$ cat config.mk
export PLATFORM = sky130hd
export DESIGN_NAME = ext_sample_timer
export DESIGN_NICKNAME = d
export VERILOG_FILES = /design/src/rtl/est_pkg.sv /design/src/rtl/est_prescaler.sv /design/src/rtl/est_sampler.sv /design/src/rtl/est_ctrl.sv /design/src/rtl/ext_sample_timer.sv
export SDC_FILE = /design/constraint.sdc
export NUM_CORES = 1
export LEC_CHECK = 0
export ABC_AREA = 1
export BUFFER_PORTS_ARGS = -buffer_cell sky130_fd_sc_hd__buf_2
export CAP_MARGIN = 20
export CORE_UTILIZATION = 40
export DETAILED_ROUTE_END_ITERATION = 16
export PLACE_DENSITY = 0.71
export RECOVER_POWER = 50
export SYNTH_ARGS = -nofsm -noshare
export SYNTH_HDL_FRONTEND = slang
export SYNTH_SLANG_ARGS = --single-unit
$ cat constraint.sdc
create_clock -name clk -period 2 [get_ports clk]
set_input_delay 0 -clock clk [delete_from_list [all_inputs] [get_ports clk]]
set_output_delay 0 -clock clk [all_outputs]
set_load 0.01 [all_outputs]
$ cat src/rtl/est_pkg.sv
package est_pkg;

    typedef enum logic [1:0] {
        ST_IDLE  = 2'd0,
        ST_GATED = 2'd1,
        ST_COUNT = 2'd2
    } est_state_e;

    localparam logic [1:0] MODE_STOP  = 2'b00;
    localparam logic [1:0] MODE_GATED = 2'b01;
    localparam logic [1:0] MODE_COUNT = 2'b10;
    localparam logic [1:0] MODE_RSVD  = 2'b11;

    localparam logic [1:0] EDGE_NONE = 2'b00;
    localparam logic [1:0] EDGE_RISE = 2'b01;
    localparam logic [1:0] EDGE_FALL = 2'b10;
    localparam logic [1:0] EDGE_BOTH = 2'b11;

    // Rank of a select code in the ladder of periods, shortest first.
    function automatic logic [1:0] presc_rank(input logic [1:0] code);
        logic [1:0] r;
        unique case (code)
            2'b01:   r = 2'd0;
            2'b00:   r = 2'd1;
            2'b11:   r = 2'd2;
            default: r = 2'd3;
        endcase
        return r;
    endfunction

endpackage

$ cat src/rtl/est_prescaler.sv
module est_prescaler
    import est_pkg::*;
#(
    parameter int BASE_SHIFT = 2
) (
    input  logic       clk,
    input  logic       rst,
    input  logic [1:0] presc_sel,
    output logic       strobe
);
    localparam int DIV_W = BASE_SHIFT + 3;

    logic [1:0]       sel_q;
    logic [DIV_W-1:0] div_q;
    logic [DIV_W-1:0] last_tick;
    logic             sel_hit;

    always_comb begin
        last_tick = (DIV_W'(1) << (BASE_SHIFT + int'(presc_rank(sel_q)))) - DIV_W'(1);
        sel_hit   = (presc_sel == sel_q);
        strobe    = sel_hit && (div_q == last_tick);
    end

    always_ff @(posedge clk) begin
        if (rst) begin
            sel_q <= presc_sel;
            div_q <= '0;
        end else if (!sel_hit) begin
            sel_q <= presc_sel;
            div_q <= '0;
        end else if (div_q == last_tick) begin
            div_q <= '0;
        end else begin
            div_q <= div_q + DIV_W'(1);
        end
    end

    // strobes are never back to back
    p_strobe_gap_r2: assert property (@(posedge clk) disable iff (rst)
        strobe |=> !strobe);

    // a code change suppresses the strobe on the following clock
    p_restart_quiet_r9: assert property (@(posedge clk) disable iff (rst)
        !sel_hit |=> !strobe);

endmodule

$ cat src/rtl/est_sampler.sv
module est_sampler #(
    parameter int SYNC_STAGES = 2
) (
    input  logic clk,
    input  logic rst,
    input  logic strobe,
    input  logic pin_in,
    output logic level,
    output logic sample_q,
    output logic valid_q
);
    logic [SYNC_STAGES-1:0] sync_q;

    always_ff @(posedge clk) begin
        if (rst) begin
            sync_q   <= '0;
            sample_q <= 1'b0;
            valid_q  <= 1'b0;
        end else begin
            sync_q <= {sync_q[SYNC_STAGES-2:0], pin_in};
            if (strobe) begin
                sample_q <= sync_q[SYNC_STAGES-1];
                valid_q  <= 1'b1;
            end
        end
    end

    assign level = sync_q[SYNC_STAGES-1];

    // the held sample moves only on strobe cycles
    p_sample_hold_r3: assert property (@(posedge clk) disable iff (rst)
        !strobe |=> $stable(sample_q));

endmodule

$ cat src/rtl/est_ctrl.sv
module est_ctrl
    import est_pkg::*;
#(
    parameter int CNT_W = 16
) (
    input  logic             clk,
    input  logic             rst,
    input  logic             strobe,
    input  logic [1:0]       run_mode,
    input  logic [1:0]       edge_sel,
    input  logic             cnt_level,
    input  logic             cnt_prev,
    input  logic             cnt_valid,
    input  logic             gate_level,
    output logic [CNT_W-1:0] count,
    output logic             ovf
);
    localparam logic [CNT_W-1:0] CNT_MAX = '1;

    est_state_e state_q, state_d;
    logic       rise_ev, fall_ev, edge_hit, inc;

    // next-state selection: GO_IDLE / GO_GATED / GO_COUNT
    always_comb begin
        unique case (run_mode)
            MODE_GATED: state_d = ST_GATED;
            MODE_COUNT: state_d = ST_COUNT;
            MODE_STOP:  state_d = ST_IDLE;
            default:    state_d = ST_IDLE;
        endcase
    end

    always_ff @(posedge clk) begin
        if (rst) state_q <= ST_IDLE;
        else     state_q <= state_d;
    end

    // output decode: increment request per state
    always_comb begin
        rise_ev = strobe && cnt_valid &&  cnt_level && !cnt_prev;
        fall_ev = strobe && cnt_valid && !cnt_level &&  cnt_prev;
        unique case (edge_sel)
            EDGE_RISE: edge_hit = rise_ev;
            EDGE_FALL: edge_hit = fall_ev;
            EDGE_BOTH: edge_hit = rise_ev || fall_ev;
            default:   edge_hit = 1'b0;
        endcase
        unique case (state_q)
            ST_GATED: inc = strobe && gate_level;
            ST_COUNT: inc = edge_hit;
            ST_IDLE:  inc = 1'b0;
            default:  inc = 1'b0;
        endcase
    end

    always_ff @(posedge clk) begin
        if (rst) begin
            count <= '0;
            ovf   <= 1'b0;
        end else begin
            ovf <= inc && (count == CNT_MAX);
            if (inc) count <= count + CNT_W'(1);
        end
    end

    // overflow lasts one clock and coincides with a zero count
    p_ovf_pulse_r8: assert property (@(posedge clk) disable iff (rst)
        ovf |=> !ovf);
    p_ovf_wrap_r8: assert property (@(posedge clk) disable iff (rst)
        ovf |-> (count == '0));

    // stopped state freezes the value
    p_hold_idle_r7: assert property (@(posedge clk) disable iff (rst)
        (state_q == ST_IDLE) |=> $stable(count));

    // no strobe, no step
    p_no_step_r6: assert property (@(posedge clk) disable iff (rst)
        !strobe |=> $stable(count));

    // no edge before a first sample is held
    p_first_sample_r5: assert property (@(posedge clk) disable iff (rst)
        ((state_q == ST_COUNT) && !cnt_valid) |=> $stable(count));

endmodule

$ cat src/rtl/ext_sample_timer.sv
module ext_sample_timer
    import est_pkg::*;
#(
    parameter int CNT_W       = 16,
    parameter int BASE_SHIFT  = 2,
    parameter int SYNC_STAGES = 2
) (
    input  logic             clk,
    input  logic             rst,
    input  logic [1:0]       presc_sel,
    input  logic [1:0]       run_mode,
    input  logic [1:0]       edge_sel,
    input  logic             cnt_pin,
    input  logic             gate_pin,
    output logic [CNT_W-1:0] count,
    output logic             ovf
);
    localparam int N_CH = 2;
    localparam int CH_CNT  = 0;
    localparam int CH_GATE = 1;

    logic            strobe;
    logic [N_CH-1:0] pins, lvl, prev, vld;

    assign pins = {gate_pin, cnt_pin};

    est_prescaler #(.BASE_SHIFT(BASE_SHIFT)) u_presc (
        .clk       (clk),
        .rst       (rst),
        .presc_sel (presc_sel),
        .strobe    (strobe)
    );

    for (genvar ch = 0; ch < N_CH; ch++) begin : g_chan
        est_sampler #(.SYNC_STAGES(SYNC_STAGES)) u_smp (
            .clk      (clk),
            .rst      (rst),
            .strobe   (strobe),
            .pin_in   (pins[ch]),
            .level    (lvl[ch]),
            .sample_q (prev[ch]),
            .valid_q  (vld[ch])
        );
    end

    est_ctrl #(.CNT_W(CNT_W)) u_ctrl (
        .clk        (clk),
        .rst        (rst),
        .strobe     (strobe),
        .run_mode   (run_mode),
        .edge_sel   (edge_sel),
        .cnt_level  (lvl[CH_CNT]),
        .cnt_prev   (prev[CH_CNT]),
        .cnt_valid  (vld[CH_CNT]),
        .gate_level (lvl[CH_GATE]),
        .count      (count),
        .ovf        (ovf)
    );

    logic unused_gate;
    assign unused_gate = ^{prev[CH_GATE], vld[CH_GATE]};

endmodule

**Yosys cells after proc, flatten, opt, wreduce, memory -nomap -nowiden**

Cells that the tools add are included.

- Bits in registers: 32
- Latch bits: 0
- Memory bits (writable): 0
- Bits in read-only memories: 0
- Input port bits: 10
- Output and inout bits: 17
- Word-level logic and storage cells: 47
- Memories: 0

- $add $sub $neg: 4
- Multiply operators: 0
- Div/mod/pow operators: 0
- Magnitude comparators: 0
- Eq/ne operators: 13
- Shift operators: 1
- Muxes and demuxes: 6
- Bitwise operators: 1
- Reductions and logical operators: 13

Operator list:

| operator | count |
|---|---|
| $shl 1x32->5 const A | 1 |
| $add 16x1->16 const B | 1 |
| $eq 16x16->1 const B | 1 |
| $eq 2x2->1 const B | 5 |
| $eq 2x1->1 const B | 4 |
| $logic_and 1x1->1 | 8 |
| $pmux 2 s3 | 1 |
| $add 5x1->5 const B | 1 |
| $eq 5x5->1 | 1 |
| $sub 5x2->5 const B | 1 |
| $mux 2 | 2 |
| $pmux 2 s2 | 1 |
| $add 2x2->3 const A | 1 |
| $pmux 1 s3 | 1 |
| $reduce_or 3->1 | 1 |
| $eq 2x2->1 | 1 |
| $logic_not 1->1 | 2 |
| $logic_not 2->1 | 1 |
| $ne 2x2->1 const B | 1 |
| $pmux 1 s2 | 1 |
| $logic_or 1x1->1 | 1 |
| $not 1->1 | 1 |

**Longest topological paths before layout**

Gate-level depths: netlist (run 1).

- Word-level depth: 14
- Gate-level depth with buffers: 11
- Depth with buffers taken out: 10

**Modules after synthesis**

From an unflattened synthesis (run 1), not the netlist that was laid out.

- Cell total of the unflattened synthesis: 245
- Area, all modules: 1717.9 sq um

By module, submodules not included:

| module | instances | cells each | area an instance (sq um) | sequential area each (sq um) |
|---|---|---|---|---|
| est_ctrl | 1 | 164 | 1079.8 | 380.4 |
| est_prescaler | 1 | 49 | 382.9 | 160.2 |
| est_sampler | 2 | 16 | 127.6 | 80.1 |

**Least setup slack after synthesis (run 1)**

Ideal clock, no wire load.

- Kind: flip-flop to flip-flop
- From: reg u_presc.sel_q[0]
- To: reg u_ctrl.count[8]
- Setup time: 0.132 ns
- Arrival time: 1.334 ns
- Data required time: 1.868 ns
- Path slack: 0.534 ns
- Stages on the path, launching flop included: 8
- Path buffers: 2
- Period minus slack after synthesis: 1.466 ns
- Cells stage by stage: edfxtp_1 > xor2_1 > nor2_2 > nand3_2 > buf_6 > buf_6 > o21ai_0 > a21oi_1

- Word-level cells in the longest chain between the ends: 13
- Elaborated cells on any way between the ends: 19
- Classes of those cells: add/sub: 2; eq/ne: 4; shift: 1; mux: 3; reduce/logical: 9

RTL lines:

| what | line | source |
|---|---|---|
| from (decl) | est_prescaler.sv:13 | `logic [1:0] sel_q;` |
| from (signal assigned) | est_prescaler.sv:26 | `sel_q <= presc_sel;` |
| from (signal assigned) | est_prescaler.sv:29 | `sel_q <= presc_sel;` |
| $eq 2x2->1 (tied with other cells) | est_pkg.sv:22 | `unique case (code)` |
| $pmux 2 s3 | est_pkg.sv:22 |  |
| $add 2x2->3 | est_prescaler.sv:19 | `last_tick = (DIV_W'(1) << (BASE_SHIFT + int'(presc_rank(sel_q)))) - DIV_W'(1);` |
| $shl 1x32->5 | est_prescaler.sv:19 |  |
| $sub 5x2->5 | est_prescaler.sv:19 |  |
| $eq 5x5->1 | est_prescaler.sv:21 | `strobe = sel_hit && (div_q == last_tick);` |
| $logic_and 1x1->1 * | est_prescaler.sv:21 |  |
| $logic_and 1x1->1 | est_ctrl.sv:40, est_ctrl.sv:41 |  |
| $logic_and 1x1->1 (on tied branches) (2 in a row) | est_ctrl.sv:40, est_ctrl.sv:41 |  |
| $logic_or 1x1->1 | est_ctrl.sv:45 | `EDGE_BOTH: edge_hit = rise_ev \|\| fall_ev;` |
| $pmux 1 s3 | est_ctrl.sv:42 | `unique case (edge_sel)` |
| $pmux 1 s2 * | est_ctrl.sv:48 | `unique case (state_q)` |
| to (signal assigned) | est_ctrl.sv:62 | `if (inc) count <= count + CNT_W'(1);` |
| to (decl) | est_ctrl.sv:15 | `output logic [CNT_W-1:0] count,` |

Every way passes the cells marked *; elsewhere a longest branch is shown, timed or not.
A chain may end at the register's enable or synchronous reset.

**Worst setup path in the final report (run 1)**

- From: reg u_ctrl.count[0]
- To: reg u_ctrl.count[14]

- Word-level cells in the longest chain between the ends: 1

RTL lines:

| what | line |
|---|---|
| $add 16x1->16 | est_ctrl.sv:62 |

Every way passes these cells.

==> results.ini, run 1 <==
[cells_and_area]
diodes=0
area_growth_pct=19.1
final_util_pct=51.6
drive_above_1_share_pct=9.40
nets=280
fillers=383
register_area_um2=661
multi_input_area_um2=852

[timing]
layout_min_cycle_time_ps=1630
slew_headroom_pct=70.7
tightest_slew_ps=436
slew_violations=0
post-route-period-util_pct=81.6
rsz0062_at_grt=false
finalHoldViolCount=0
fin_setup_tns_ps=0
skew_ps=9.96
setup-violations-final=0
maxClockFrequency_mhz=613

[detailed_routing]
drtPass1Iterations=5
drt.antenna.violating_nets=0
avgViaCountPerCell=4.82
wl_per_cell_um=11.1
vias=1513
routed_wl_mm=3.48
drc=0
drtIter0Drc=72

[synthesis]
synth_ff_type=dfxtp_1
yosys.area_share.simple_pct=28.8
async_reset_ff_share_pct=0
synth_common_cells=nand2_1 (55), dfxtp_1 (30), nor2_1 (29)
synthMuxAreaShare_pct=0
synth_top_family_by_area=simple AND/OR/NAND/NOR gates
syn_area_mm2=0.00165
synthAdderAreaFrac_pct=3.80
synth_area_leaders=dfxtp_1 (36%), nand2_1 (13%), nor2_1 (6.6%)
synth_edf_count=2
ys_ff_latch=32
yosysMostFrequentCell=nand2_1
synth_compound_gate_area_share_pct=11.2
synth_top_area_share_pct=36.4
synth_top_cell_by_area=dfxtp_1
synth_fp_nets=243
ys_types=25
synth_xor_area_share_pct=7.97
synth_cells=228
syn_avg_cell_area_um2=7.23
yosys_warnings=0
seq_area_frac_synth_pct=40.1

[setup_path]
arrival_ps=1840
ff2ff_path_depth=7
startpoint_type=flop
required_ps=2210
crit_fanout=6
worstSetupPathType=reg -> reg
cp-end-kind=flop

[global_route]
grt_pass1_wl_mm=5.99
globalRouteOverflowTotal=0
grt_max_degree=23
grt_pass1_vias=1428
track_usage_pct=18.1
antenna_found_initial=0

[floorplanning]
die_area_mm2=0.00438
initial_utilization_pct=43.4
pin_count=27
chipWidth_um=66.2
core_mm2=0.00380
rows=22
die_y_um=66.2

[placement]
gp_congestion=0.923
io_buffers=26
dp_hpwl_mm=2.47

[power_and_ir_drop]
peakVddDrop_mv=0.461
powerDensity_mw_per_mm2=640
p_leak_nw=0.747

[clock_network]
post_cts_buffers=0
htree_levels=2
cts_resized=0
cts-buffers-inserted=5
cts_sinks=32
clock-root-buffer=clkbuf_8
insertion_delay_ps=280
clock_path_buffers=2
holdBufCountCts=7
cts_tree=yes
clk_pin_slew_ps=70

[worst_hold_path]
whs_path_depth=4
hp-class=in -> reg

[flow_run]
drv_cap=0

[run_status]
status=complete, no violations

-- registers in the layout (all words and copies together) (netlist names) --
| register | count |
|---|---|
| u_presc.div_q | 5 |
| u_presc.sel_q | 2 |
| g_chan.u_smp.sync_q | 4 |
| g_chan.u_smp.sample_q | 1 |
| u_ctrl.state_q | 2 |
| g_chan.u_smp.valid_q | 1 |
| u_ctrl.count | 16 |
| u_ctrl.ovf | 1 |
-- cells by family (layout without fill, tap and decap cells) --
group,after synthesis,count (layout)
xor+xnor,15,15
simple gates,110,110
buf+inv,30,68
flops,32,32
fa+ha+maj,5,5
compound gates,36,36
-- cell usage in the layout, fill, tap and decap left out --
| master | instances |
|---|---|
| nand2_1 | 55 |
| dfxtp_1 | 30 |
| nor2_1 | 29 |
| inv_1 | 23 |
| clkbuf_1 | 20 |
| a21oi_1 | 18 |
| o21ai_0 | 14 |
| nand3_1 | 12 |
| xnor2_1 | 9 |
| clkbuf_8 | 7 |
| dlygate4sd3_1 | 7 |
| buf_2 | 7 |
| xor2_1 | 6 |
| ha_1 | 5 |
| nor2_2 | 3 |
| o21ai_1 | 3 |
| nor3_1 | 3 |
| buf_4 | 3 |
| nand3b_1 | 2 |
| edfxtp_1 | 2 |
| clkinv_1 | 1 |
| nand2_2 | 1 |
| o21ai_2 | 1 |
| nand3_2 | 1 |
| nor2_4 | 1 |
| and2_1 | 1 |
| nor3_2 | 1 |
| nand4_1 | 1 |
-- final cells by class --
| cell class | instances | share of cell area, % |
|---|---|---|
| flip-flops and latches | 32 | 33.7 |
| multi-input cells | 166 | 43.4 |
| clock buffers | 8 | 5.10 |
| inverters | 24 | 4.59 |
| repair buffers | 36 | 10.1 |
| well taps | 48 | 3.06 |
-- routing by layer --
metal | vias to the layer above | part of all wire (%) | global-route usage, %
met5 | - | 0 | 0
met4 | 0 | 1.9 | 6.38
met3 | 9 | 4.3 | 4.83
met2 | 35 | 45 | 30.5
met1 | 671 | 49 | 22.0
li1 | 798 | - | -
-- where the power goes --
part / leakage (nW) / switching (mW) / internal, mW
logic: 0.431 / 0.0322 / 0.0274
clock network: 0.0515 / 0.219 / 0.314
registers: 0.264 / 0.00831 / 0.655
total: 0.747 / 0.259 / 0.996
-- through the flow --
stage	total power, mW	area [um^2]	hold slack, ps	setup slack (ps)	instances
after detailed placement	0.728	1820	179	396	299
after global placement	0.726	1820	181	473	299
final	1.26	1960	99.3	368	314
after CTS	1.27	1990	78.8	377	314
after floorplan	0.707	1650	69.1	534	228
after global routing	1.31	1960	132	123	314
-- critical path, cell delays in order, from the launching register on --
cell	delay [ps]
dfxtp_1	420
ha_1	240
nand3_1	150
nor2_1	310
nand4_1	140
nand2_1	100
nand2_1	50
a21oi_1	150
-- worst paths after layout --
check | from | to | slack [ps]
min reg2reg | g_chan[1].u_smp.sync_q[0] | g_chan[1].u_smp.sync_q[1] | 400
max reg2reg | u_ctrl.count[0] | u_ctrl.count[14] | 370
min | rst | u_ctrl.count[1] | 100
max | u_ctrl.count[0] | u_ctrl.count[14] | 370
No activity file was read; power rests on OpenSTA's default activity.
==> inputs of run 2 (changes only) <==
Settings changed: PLACE_DENSITY 0.71 to 0.73.
Clock period 2 ns to 1.37 ns, I/O delays scaled along.
==> run 2 against run 1 <==
  * The flow now finishes with violations (setup timing)
  * Sequential share of layout area is 4.2 points lower
  * Flip-flop and latch count did not move
  * Final cell count is 7.3% higher
  * Clock-buffer cell count fell by 3
  * Combinational power increased by 100%
  * Worst hold slack better by 8.1 ps
  * Design area increased by 15%
  * Critical path depth did not move
  * Global-route usage rose by 0.67 points
  * Clock power grew 28%
  * Critical path type unchanged
  * Highest routed layer unchanged
==> results.ini, run 2 (synthesis gave the netlist of run 1 again) <==
[clock_network]
cts_tree=yes  ; unchanged
clk_pin_slew_ps=70  ; about the same
cts_sinks=32  ; unchanged
cts-buffers-inserted=5  ; unchanged
clock_path_buffers=2  ; unchanged
insertion_delay_ps=280  ; about the same
htree_levels=2  ; unchanged
clock-root-buffer=clkbuf_8  ; unchanged

[setup_path]
ff2ff_path_depth=7  ; unchanged
required_ps=1580  ; was 2210 ps
cp-end-kind=flop  ; unchanged
endpoint=u_ctrl.count[0]  ; was u_ctrl.count[14]
crit_fanout=8  ; was 6
r2r_end=u_ctrl.count[0]  ; was u_ctrl.count[14]
rrSetupSlack_ps=-230  ; was 370 ps
reg2reg_from=u_presc.sel_q[0]  ; was u_ctrl.count[0]
worstSetupStartpoint=u_presc.sel_q[0]  ; was u_ctrl.count[0]
startpoint_type=flop  ; unchanged
arrival_ps=1800  ; was 1840 ps
worstSetupPathType=reg -> reg  ; unchanged

[cells_and_area]
mostFrequentLayoutCells=nand2_1 (50), dfxtp_1 (28), nor2_1 (26), inv_1 (23)  ; was nand2_1 (55), dfxtp_1 (30), nor2_1 (29), inv_1 (23), clkbuf_1 (20)
diodes=0  ; unchanged
largest_register=u_ctrl.count  ; unchanged
drive_above_1_share_pct=28.4  ; was 9.40%
largestRegisters=u_ctrl.count (16), u_presc.div_q (5), g_chan.u_smp.sync_q (4)  ; unchanged
fillers=361  ; was 383
fin_cells=337  ; was 314
largest_reg_flops=16  ; unchanged
layout_commonest_cell=nand2_1  ; unchanged
nets=303  ; was 280
area_growth_pct=36.4  ; was 19.1%

[detailed_routing]
drtPass1Iterations=4  ; was 5
routed_wl_mm=3.87  ; was 3.48 mm
wl_met3_um=136  ; was 149 um
met1Wirelength_mm=1.80  ; was 1.71 mm
drtIter0Drc=77  ; was 72
drt.antenna.violating_nets=0  ; unchanged
wl_per_cell_um=11.5  ; was 11.1 um
avgViaCountPerCell=4.77  ; was 4.82
top_layer_used=met4  ; unchanged
wl_met2_mm=1.90  ; was 1.55 mm
drc=0  ; unchanged
vias=1609  ; was 1513

[timing]
worst_slack_ps=-227  ; was 368 ps
fin_setup_tns_ps=-3040  ; was 0 ps
rsz0062_at_grt=true  ; was false
layout_min_cycle_time_ps=1600  ; was 1630 ps
finalHoldViolCount=0  ; unchanged
slew_violations=0  ; unchanged
fin_hold_ws_ps=107  ; was 99.3 ps
skew_ps=7.99  ; was 9.96 ps
slew_headroom_pct=80.5  ; was 70.7%
post-route-period-util_pct=117  ; was 81.6%
setup-violations-final=19  ; was 0
maxClockFrequency_mhz=626  ; was 613 MHz
tightest_slew_ps=293  ; was 436 ps

[placement]
place_ws_ps=-159  ; was 396 ps
io_buffers=26  ; unchanged
dp_hpwl_mm=2.73  ; was 2.47 mm
gp_congestion=0.887  ; was 0.923
placed_cells=318  ; was 299

[power_and_ir_drop]
p_leak_nw=0.947  ; was 0.747 nW
peakVddDrop_mv=0.562  ; was 0.461 mV
power_mw=1.77  ; was 1.26 mW
powerDensity_mw_per_mm2=786  ; was 640 mW/mm^2

[global_route]
grt_max_degree=23  ; unchanged
globalRouteOverflowTotal=0  ; unchanged
grt_pass1_vias=1458  ; was 1428
grt_pass1_wl_mm=6.24  ; was 5.99 mm
antenna_found_initial=0  ; unchanged
track_usage_pct=18.8  ; was 18.1%

[floorplanning]
chipWidth_um=66.2  ; unchanged
initial_utilization_pct=43.4  ; unchanged
core_mm2=0.00380  ; unchanged
die_area_mm2=0.00438  ; unchanged
die_y_um=66.2  ; unchanged
pin_count=27  ; unchanged
rows=22  ; unchanged

[run_status]
violations=setup timing
status=finished with violations  ; was complete, no violations

[worst_hold_path]
hp-class=in -> reg  ; unchanged

[flow_run]
drv_cap=0  ; unchanged

==> run 2: worst min path at each step <==
| stage | from | endpoint | cells after the start |
|---|---|---|---|
| CTS | rst | u_ctrl.count[1] | 4 |
| global placement | run_mode[0] | u_ctrl.state_q[1] | 2 |
| finish | rst | u_ctrl.count[1] | 4 |
| floorplan | rst | u_ctrl.count[14] | 1 |
| global route | rst | u_ctrl.count[1] | 4 |
| detailed placement | run_mode[0] | u_ctrl.state_q[1] | 2 |
==> run 2: timing repair <==
| action | CTS | global route |
|---|---|---|
| hold buffers | 7 | 0 |
| gates resized for setup | 12 | 17 |
| gates cloned | 0 | 1 |
| setup endpoints to repair | 19 | 26 |
| pin swaps | 3 | 5 |
| buffers inserted | 0 | 3 |
| endpoints found under the hold margin | 6 | 0 |
==> run 2: area by class of cell <==
type	count	area [um^2]	share of cell area (%)
repair buffers	59	423	18.8
clock buffers	5	68.8	3.06
well taps	48	60.1	2.67
flip-flops and latches	32	663	29.5
multi-input cells	166	928	41.3
clock inverters	3	13.8	0.612
inverters	24	90.1	4.01
==> run 2: layer usage <==
layer  up-vias  track usage, %
met5         -               0
met3         4            3.45
met4         0            6.91
li1        844               -
met2        31            31.1
met1       730            24.1
==> run 2: critical path: stages, from the launching register on <==
cell and delay (ps):
edfxtp_1 470, xor2_1 190, nor2_2 200, nand3_4 150, nor2_4 140, buf_6 150, nand2_1 80, a21oi_2 140
==> run 2: power breakdown <==
part           internal, mW  switching (mW)  total [mW]  leakage, nW
clock                 0.344           0.336       0.680       0.0453
combinational        0.0576          0.0619       0.120        0.637
sequential            0.956          0.0115       0.967        0.265
==> run 2: metrics by stage <==
stage | area [um^2] | util (%)
after floorplan | 1660 | -
after global placement | 1960 | 51.7
after detailed placement | 1960 | 51.7
after CTS | 2150 | 56.5
after global routing | 2250 | 59.2
final | 2250 | 59.2
